### src/rtl/cpc_pkg.sv
// Package: shared encodings and room thresholds for the cache policy controller.
// Assumes a fixed set of three request kinds and two-bit status codes.
package cpc_pkg;
    typedef enum logic [1:0] {PRB_HIT = 2'd0, PRB_MISS = 2'd1, PRB_RSV = 2'd2, PRB_BAD = 2'd3} probe_e;
    typedef enum logic [1:0] {ST_HIT = 2'd0, ST_MISS = 2'd1, ST_RSV = 2'd2} status_e;
    typedef enum logic [2:0] {
        WH_UNSET = 3'd0, WH_RDONLY = 3'd1, WH_WBACK = 3'd2,
        WH_WTHRU = 3'd3, WH_WEVICT = 3'd4, WH_HYBRID = 3'd5
    } wr_hit_e;
    typedef enum logic [1:0] {RQ_WRITE = 2'd0, RQ_FILL = 2'd1, RQ_WBACK = 2'd2} req_e;

    localparam int NSLOT   = 3;   // most requests one access can emit
    localparam int ROOM_WR = 1;   // write forward alone
    localparam int ROOM_RD = 2;   // fill plus possible write-back
    localparam int ROOM_WA = 3;   // write, fill and write-back
endpackage

### src/rtl/cpc_room_check.sv
// Module: computes free miss-queue slots and whether each handler's
// worst-case room is available. Assumes a count above depth means no room.
module cpc_room_check #(
    parameter int MQ_DEPTH = 8,
    parameter int CNT_W    = $clog2(MQ_DEPTH + 1)
) (
    input  logic [CNT_W-1:0] mq_count,
    output logic             room_wr,
    output logic             room_rd,
    output logic             room_wa
);
    import cpc_pkg::*;
    localparam logic [CNT_W-1:0] DEPTH_C = CNT_W'(MQ_DEPTH);

    logic [CNT_W-1:0] free_slots;

    // Purpose: saturating free-slot count.
    always_comb begin
        free_slots = (mq_count >= DEPTH_C) ? '0 : DEPTH_C - mq_count;
    end

    assign room_wr = free_slots >= CNT_W'(ROOM_WR);
    assign room_rd = free_slots >= CNT_W'(ROOM_RD);
    assign room_wa = free_slots >= CNT_W'(ROOM_WA);
endmodule

### src/rtl/cpc_decide.sv
// Module: combinational policy decision for one access. Produces status,
// line updates, a fault flag and the set of wanted requests (unordered).
// Assumes configuration pins are static and room flags are precomputed.
module cpc_decide (
    input  logic       acc_write,
    input  logic       acc_atomic,
    input  logic       acc_global,
    input  logic [1:0] probe_st,
    input  logic       victim_dirty,
    input  logic       mshr_hit,
    input  logic       mshr_full,
    input  logic [2:0] cfg_wr_hit,
    input  logic       cfg_wr_alloc,
    input  logic       room_wr,
    input  logic       room_rd,
    input  logic       room_wa,
    output logic [1:0] d_status,
    output logic       d_touch,
    output logic       d_mark_mod,
    output logic       d_inval,
    output logic       d_fault,
    output logic [2:0] d_want
);
    import cpc_pkg::*;

    probe_e  prb;
    wr_hit_e pol;
    logic    cfg_ok, is_wt, evict_now, thru_now, wb_victim;

    assign prb       = probe_e'(probe_st);
    assign pol       = wr_hit_e'(cfg_wr_hit);
    assign cfg_ok    = (pol == WH_WBACK) || (pol == WH_WTHRU) || (pol == WH_WEVICT) || (pol == WH_HYBRID);
    assign is_wt     = (pol == WH_WTHRU);
    assign evict_now = (pol == WH_WEVICT) || ((pol == WH_HYBRID) && acc_global);
    assign thru_now  = is_wt;
    assign wb_victim = !mshr_hit && victim_dirty && !is_wt;

    // Purpose: select the handler for this verdict and access kind.
    always_comb begin
        d_status   = ST_RSV;
        d_touch    = 1'b0;
        d_mark_mod = 1'b0;
        d_inval    = 1'b0;
        d_fault    = 1'b0;
        d_want     = '0;
        if (prb == PRB_BAD || !cfg_ok) begin
            d_fault = 1'b1;
        end else if (prb == PRB_HIT && !acc_write) begin
            d_status   = ST_HIT;
            d_touch    = 1'b1;
            d_mark_mod = acc_atomic;
        end else if (prb == PRB_HIT) begin
            if (evict_now) begin
                if (room_wr) begin
                    d_status         = ST_HIT;
                    d_inval          = 1'b1;
                    d_want[RQ_WRITE] = 1'b1;
                end
            end else if (thru_now) begin
                if (room_wr) begin
                    d_status         = ST_HIT;
                    d_touch          = 1'b1;
                    d_want[RQ_WRITE] = 1'b1;
                end
            end else begin
                d_status   = ST_HIT;
                d_touch    = 1'b1;
                d_mark_mod = 1'b1;
            end
        end else if (prb == PRB_MISS && !acc_write) begin
            if (room_rd && !mshr_full) begin
                d_status         = ST_MISS;
                d_want[RQ_FILL]  = !mshr_hit;
                d_want[RQ_WBACK] = wb_victim;
            end
        end else if (prb == PRB_MISS && !cfg_wr_alloc) begin
            if (room_wr) begin
                d_status         = ST_MISS;
                d_want[RQ_WRITE] = 1'b1;
            end
        end else if (prb == PRB_MISS) begin
            if (room_wa && !mshr_full) begin
                d_status         = ST_MISS;
                d_want[RQ_WRITE] = 1'b1;
                d_want[RQ_FILL]  = !mshr_hit;
                d_want[RQ_WBACK] = wb_victim;
            end
        end
    end
endmodule

### src/rtl/cpc_req_pack.sv
// Module: packs the wanted request set into contiguous slots, lowest
// kind code first. Assumes want bit k means request kind k.
module cpc_req_pack #(
    parameter int NS = 3
) (
    input  logic [NS-1:0]   want,
    output logic [NS-1:0]   vld,
    output logic [2*NS-1:0] kind
);
    for (genvar s = 0; s < NS; s++) begin : g_slot
        logic       v;
        logic [1:0] kd;
        // Purpose: slot s takes the s-th set bit of want.
        always_comb begin
            automatic int seen = 0;
            v  = 1'b0;
            kd = 2'd0;
            for (int k = 0; k < NS; k++) begin
                if (want[k]) begin
                    if (seen == s) begin
                        v  = 1'b1;
                        kd = 2'(k);
                    end
                    seen = seen + 1;
                end
            end
        end
        assign vld[s]         = v;
        assign kind[2*s +: 2] = kd;
    end
endmodule

### src/rtl/cache_policy_ctrl.sv
// Module: top of the cache policy controller. Registers the decision for a
// presented access; outputs are quiet when no access was presented.
// Assumes cfg_* pins are static and mq_count reflects the queue this cycle.
module cache_policy_ctrl #(
    parameter int MQ_DEPTH = 8,
    parameter int CNT_W    = $clog2(MQ_DEPTH + 1)
) (
    input  logic             clk,
    input  logic             rst_n,
    input  logic             acc_valid,
    input  logic             acc_write,
    input  logic             acc_atomic,
    input  logic             acc_global,
    input  logic [1:0]       probe_st,
    input  logic             victim_dirty,
    input  logic             mshr_hit,
    input  logic             mshr_full,
    input  logic [CNT_W-1:0] mq_count,
    input  logic [2:0]       cfg_wr_hit,
    input  logic             cfg_wr_alloc,
    output logic             res_valid,
    output logic [1:0]       res_status,
    output logic             res_touch,
    output logic             res_mark_mod,
    output logic             res_inval,
    output logic             res_fault,
    output logic [2:0]       req_vld,
    output logic [5:0]       req_kind
);
    import cpc_pkg::*;

    logic room_wr, room_rd, room_wa;
    logic [1:0] d_status;
    logic d_touch, d_mark_mod, d_inval, d_fault;
    logic [NSLOT-1:0]   d_want, p_vld;
    logic [2*NSLOT-1:0] p_kind;

    cpc_room_check #(.MQ_DEPTH(MQ_DEPTH), .CNT_W(CNT_W)) u_room (
        .mq_count(mq_count), .room_wr(room_wr), .room_rd(room_rd), .room_wa(room_wa)
    );

    cpc_decide u_dec (
        .acc_write(acc_write), .acc_atomic(acc_atomic), .acc_global(acc_global),
        .probe_st(probe_st), .victim_dirty(victim_dirty), .mshr_hit(mshr_hit),
        .mshr_full(mshr_full), .cfg_wr_hit(cfg_wr_hit), .cfg_wr_alloc(cfg_wr_alloc),
        .room_wr(room_wr), .room_rd(room_rd), .room_wa(room_wa),
        .d_status(d_status), .d_touch(d_touch), .d_mark_mod(d_mark_mod),
        .d_inval(d_inval), .d_fault(d_fault), .d_want(d_want)
    );

    cpc_req_pack #(.NS(NSLOT)) u_pack (.want(d_want), .vld(p_vld), .kind(p_kind));

    // Purpose: capture the decision for a presented access, else stay quiet.
    always_ff @(posedge clk) begin
        if (!rst_n || !acc_valid) begin
            res_valid    <= 1'b0;
            res_status   <= ST_HIT;
            res_touch    <= 1'b0;
            res_mark_mod <= 1'b0;
            res_inval    <= 1'b0;
            res_fault    <= 1'b0;
            req_vld      <= '0;
            req_kind     <= '0;
        end else begin
            res_valid    <= 1'b1;
            res_status   <= d_status;
            res_touch    <= d_touch;
            res_mark_mod <= d_mark_mod;
            res_inval    <= d_inval;
            res_fault    <= d_fault;
            req_vld      <= p_vld;
            req_kind     <= p_kind;
        end
    end
endmodule

### config.mk
export PLATFORM = sky130hd
export DESIGN_NAME = cache_policy_ctrl
export DESIGN_NICKNAME = d
export VERILOG_FILES = /design/src/rtl/cpc_pkg.sv /design/src/rtl/cpc_room_check.sv /design/src/rtl/cpc_decide.sv /design/src/rtl/cpc_req_pack.sv /design/src/rtl/cache_policy_ctrl.sv
export SDC_FILE = /design/constraint.sdc
export NUM_CORES = 1
export LEC_CHECK = 0
export ABC_AREA = 0
export BUFFER_PORTS_ARGS = -buffer_cell sky130_fd_sc_hd__buf_2
export CORE_MARGIN = 2
export CORE_UTILIZATION = 49
export CTS_CLUSTER_DIAMETER = 120
export DETAILED_ROUTE_END_ITERATION = 10
export PLACE_DENSITY = 0.89
export SKIP_LAST_GASP = 1
export SLEW_MARGIN = 20
export SYNTH_ARGS = -nofsm -noshare
export SYNTH_HDL_FRONTEND = slang
export SYNTH_SLANG_ARGS = --single-unit
### constraint.sdc
create_clock -name clk -period 3.3 [get_ports clk]
set_input_delay 0.165 -clock clk [delete_from_list [all_inputs] [get_ports clk]]
set_output_delay 0.165 -clock clk [all_outputs]
set_load 0.1 [all_outputs]
==> summary.md <==
| Metric | Value |
|---|---|
| Final design utilization | 65.9% |
| Distinct cell type count after synthesis | 36 |
| Starting density of the core | 52.2% |
| Total negative slack for setup checks | 0 ps |
| Sequential share of power | 45.6% |
| Die area | 1940 sq um |
| Global routing met1 resource utilization | 21.6% |
| Type of destination of the critical path | register |
| Number of H-tree branching levels | 1 |
| Cell total after placement | 137 |
| Arrival @ worst endpoint | 2340 ps |
| Maximum frequency from static timing analysis | 468 MHz |
| Ant diodes | 0 |
| GR peak layer | met2 |
| Yosys reg bits | 14 |
| Power per standard cell area | 381 nW/um^2 |
| Fraction of power consumed by the clock network | 30.8% |
| Die width | 44.1 um |
| Commonest cells after routing, fill and taps aside | buf_2, dfxtp_1, inv_1, nand2_1, nor2_1 |
| Hold-critical path depth | 2 |
| Min-Delay Endpoint | req_kind[0] |
| Total via count in the routed design | 726 |
| Number of setup violations in the final report | 0 |
| Maximum vdd ir drop | 0.132 mV |
| Async set-reset flop share out of synthesis | 0% |
| Power Internal | 266 uW |
| Worst hold slack | 139 ps |
| Worst-case clock buffer depth | 2 |
| Warnings, synthesis | 0 |
| Wire length of the first global-routing pass | 2730 um |
| Setup repair after global routing missed its margin | no |
| Count of buffers added by post-CTS timing repair for setup | 0 |
| DRC violation count after routing | 0 |
| Reg clk slew, reported paths | 80 ps |
| Result of the run | complete, no violations |
| Final HPWL DP | 1360 um |
| Vias in the first global route | 678 |
| Pre-CTS setup slack | 874 ps |
| Predominant post-synthesis flop cell | dfxtp_1 |
| Layout cell share with drive strength beyond 1 | 35.2% |
| Switching pwr | 112 uW |
| Startpoint class of the critical path | input pin |
| CTS sink count | 14 |
| Standby leakage power | 0.000517 uW |
| Pin count of the biggest net entering global routing | 9 |
| Number of max-cap violations | 0 |
| Post-route fraction of the period consumed by the critical path | 64.7% |
| Via density per instance | 5.15 |
| Number of port buffers | 33 |
| IO Count | 35 |
| Fraction of the yosys area taken by sequential cells | 35.6% |
| Max Transition Viols Final | 0 |
| Hold crit path type | in -> reg |
| Non-filler cells, final | 141 |
| Routability cong. | 0.890 |
| Num rows | 14 |
| Final Net Count | 150 |
| Residual overflow from global routing | 0 |
| Minimum clock period after layout | 2130 ps |
| Endpoint required time on the critical path | 3510 ps |
| PostCTS Resize Cnt | 0 |
| Area growth from synthesis to layout | 26.2% |
| Post-synthesis instance area | 787 sq um |
| Clock tree from TritonCTS | yes |
| Hold violation count in the final report | 0 |
| Detailed-route wire length per cell | 11.2 um |
| Clk root buf | clkbuf_4 |
| 1st-iter DRT viols | 9 |
| Critical setup path kind | in -> reg |
| Area of the core | 1510 sq um |
| Synthesized area per cell | 8.74 sq um |
| GR Layer Usage met3 | 2.86% |
| Worst setup margin | 1170 ps |
| Grt met2 use | 32.6% |
| Post-CTS Hold Buffers | 0 |
| Cell count after synthesis | 90 |
| Routed wire length | 1590 um |
| Clock buffer count from CTS | 3 |
| Number of enable flip-flop cells after synthesis | 0 |
| Syn Nets | 114 |
| Die Height | 44.1 um |
| Antenna violations before repair | 0 |
| Logic gate share of total power | 23.7% |
| Switching share of power | 29.6% |
| Overall global routing resource usage | 18.9% |
| Start point of the worst min-delay path | acc_valid |
| Antenna viol nets, final | 0 |
| Commonest non-fill, non-tap cell in the layout | buf_2 |
| Largest fanout of any net on the critical path | 4 |
| 1st-pass router iterations | 4 |
per-layer routing:
| layer | wire length (um) | share of wire (%) | vias to the layer above |
|---|---|---|---|
| li1 | - | - | 379 |
| met1 | 630 | 40 | 324 |
| met2 | 869 | 55 | 21 |
| met3 | 70 | 4.4 | 2 |
| met4 | 15 | 0.95 | 0 |
| met5 | 0 | 0 | - |
Yosys cell counts, drive strengths merged (2+ instances only):
cell / instances / area share (%)
a21oi: 6 / 4.3
and3: 4 / 3.2
buf: 2 / 1.9
dfxtp: 14 / 36
ha: 5 / 7.9
inv: 8 / 3.8
nand2: 8 / 3.8
nand3: 3 / 1.9
nand3b: 2 / 1.9
nor2: 7 / 3.3
nor2b: 3 / 2.4
nor3: 3 / 2.5
nor3b: 2 / 2.5
o21ai: 3 / 1.9
or2b: 2 / 1.9
xnor2: 2 / 2.2
power groups by stage:
stage	sequential, uW	combinational, uW	clock [uW]
floorplan	200	41.7	0
global placement	176	86.8	0
CTS	172	89.6	120
finish	172	89.5	116
detailed placement	176	89.4	0
global route	173	97.5	128
registers in the layout, summed over array words and instances (netlist names):
register,cells
res_status,2
res_inval,1
req_vld,2
res_valid,1
req_kind,5
res_touch,1
res_mark_mod,1
res_fault,1
cells by family after synthesis:
kind of cell               share of synthesized area, %
adders and majority gates                          7.95
other                                             0.476
xor gates and xnor gates                           3.34
muxes                                              1.27
DFF                                                35.6
buffers and inverters                              5.72
and+or+nand+nor                                    28.1
AOI/OAI and AO/OA                                  17.5
layout make-up:
cell class	count	area, sq um
multi-input combinational	66	462
timing repair buffer	33	165
sequential	14	280
fill	136	513
inverter	8	30.0
clock buffer	4	36.3
tap	16	20.0
metrics by stage:
step | instance area [sq um] | total power [uW]
global route | 993 | 398
CTS | 993 | 382
global placement | 957 | 263
finish | 993 | 378
floorplan | 787 | 241
detailed placement | 957 | 266
how the worst max path moves through the flow:
stage                     start          to  slack [ps]  cells after the start
detailed placement  mq_count[0]  req_vld[1]         870                     11
global route        mq_count[0]  req_vld[1]         970                     11
finish              mq_count[0]  req_vld[1]        1170                     11
CTS                 mq_count[0]  req_vld[1]        1170                     11
global placement    mq_count[0]  req_vld[1]         990                     11
floorplan           mq_count[0]  req_vld[1]        1210                     10
worst max-delay path, cell delays in order:
cell       delay (ps)
buf_2             110
inv_1              60
ha_1              330
nor2_1             80
a221oi_2          320
nand2_1           150
a2111oi_2         390
o21ai_1           180
ha_1              210
or2b_1            230
mux2i_1           120
Power figures use the tool's default switching activity.
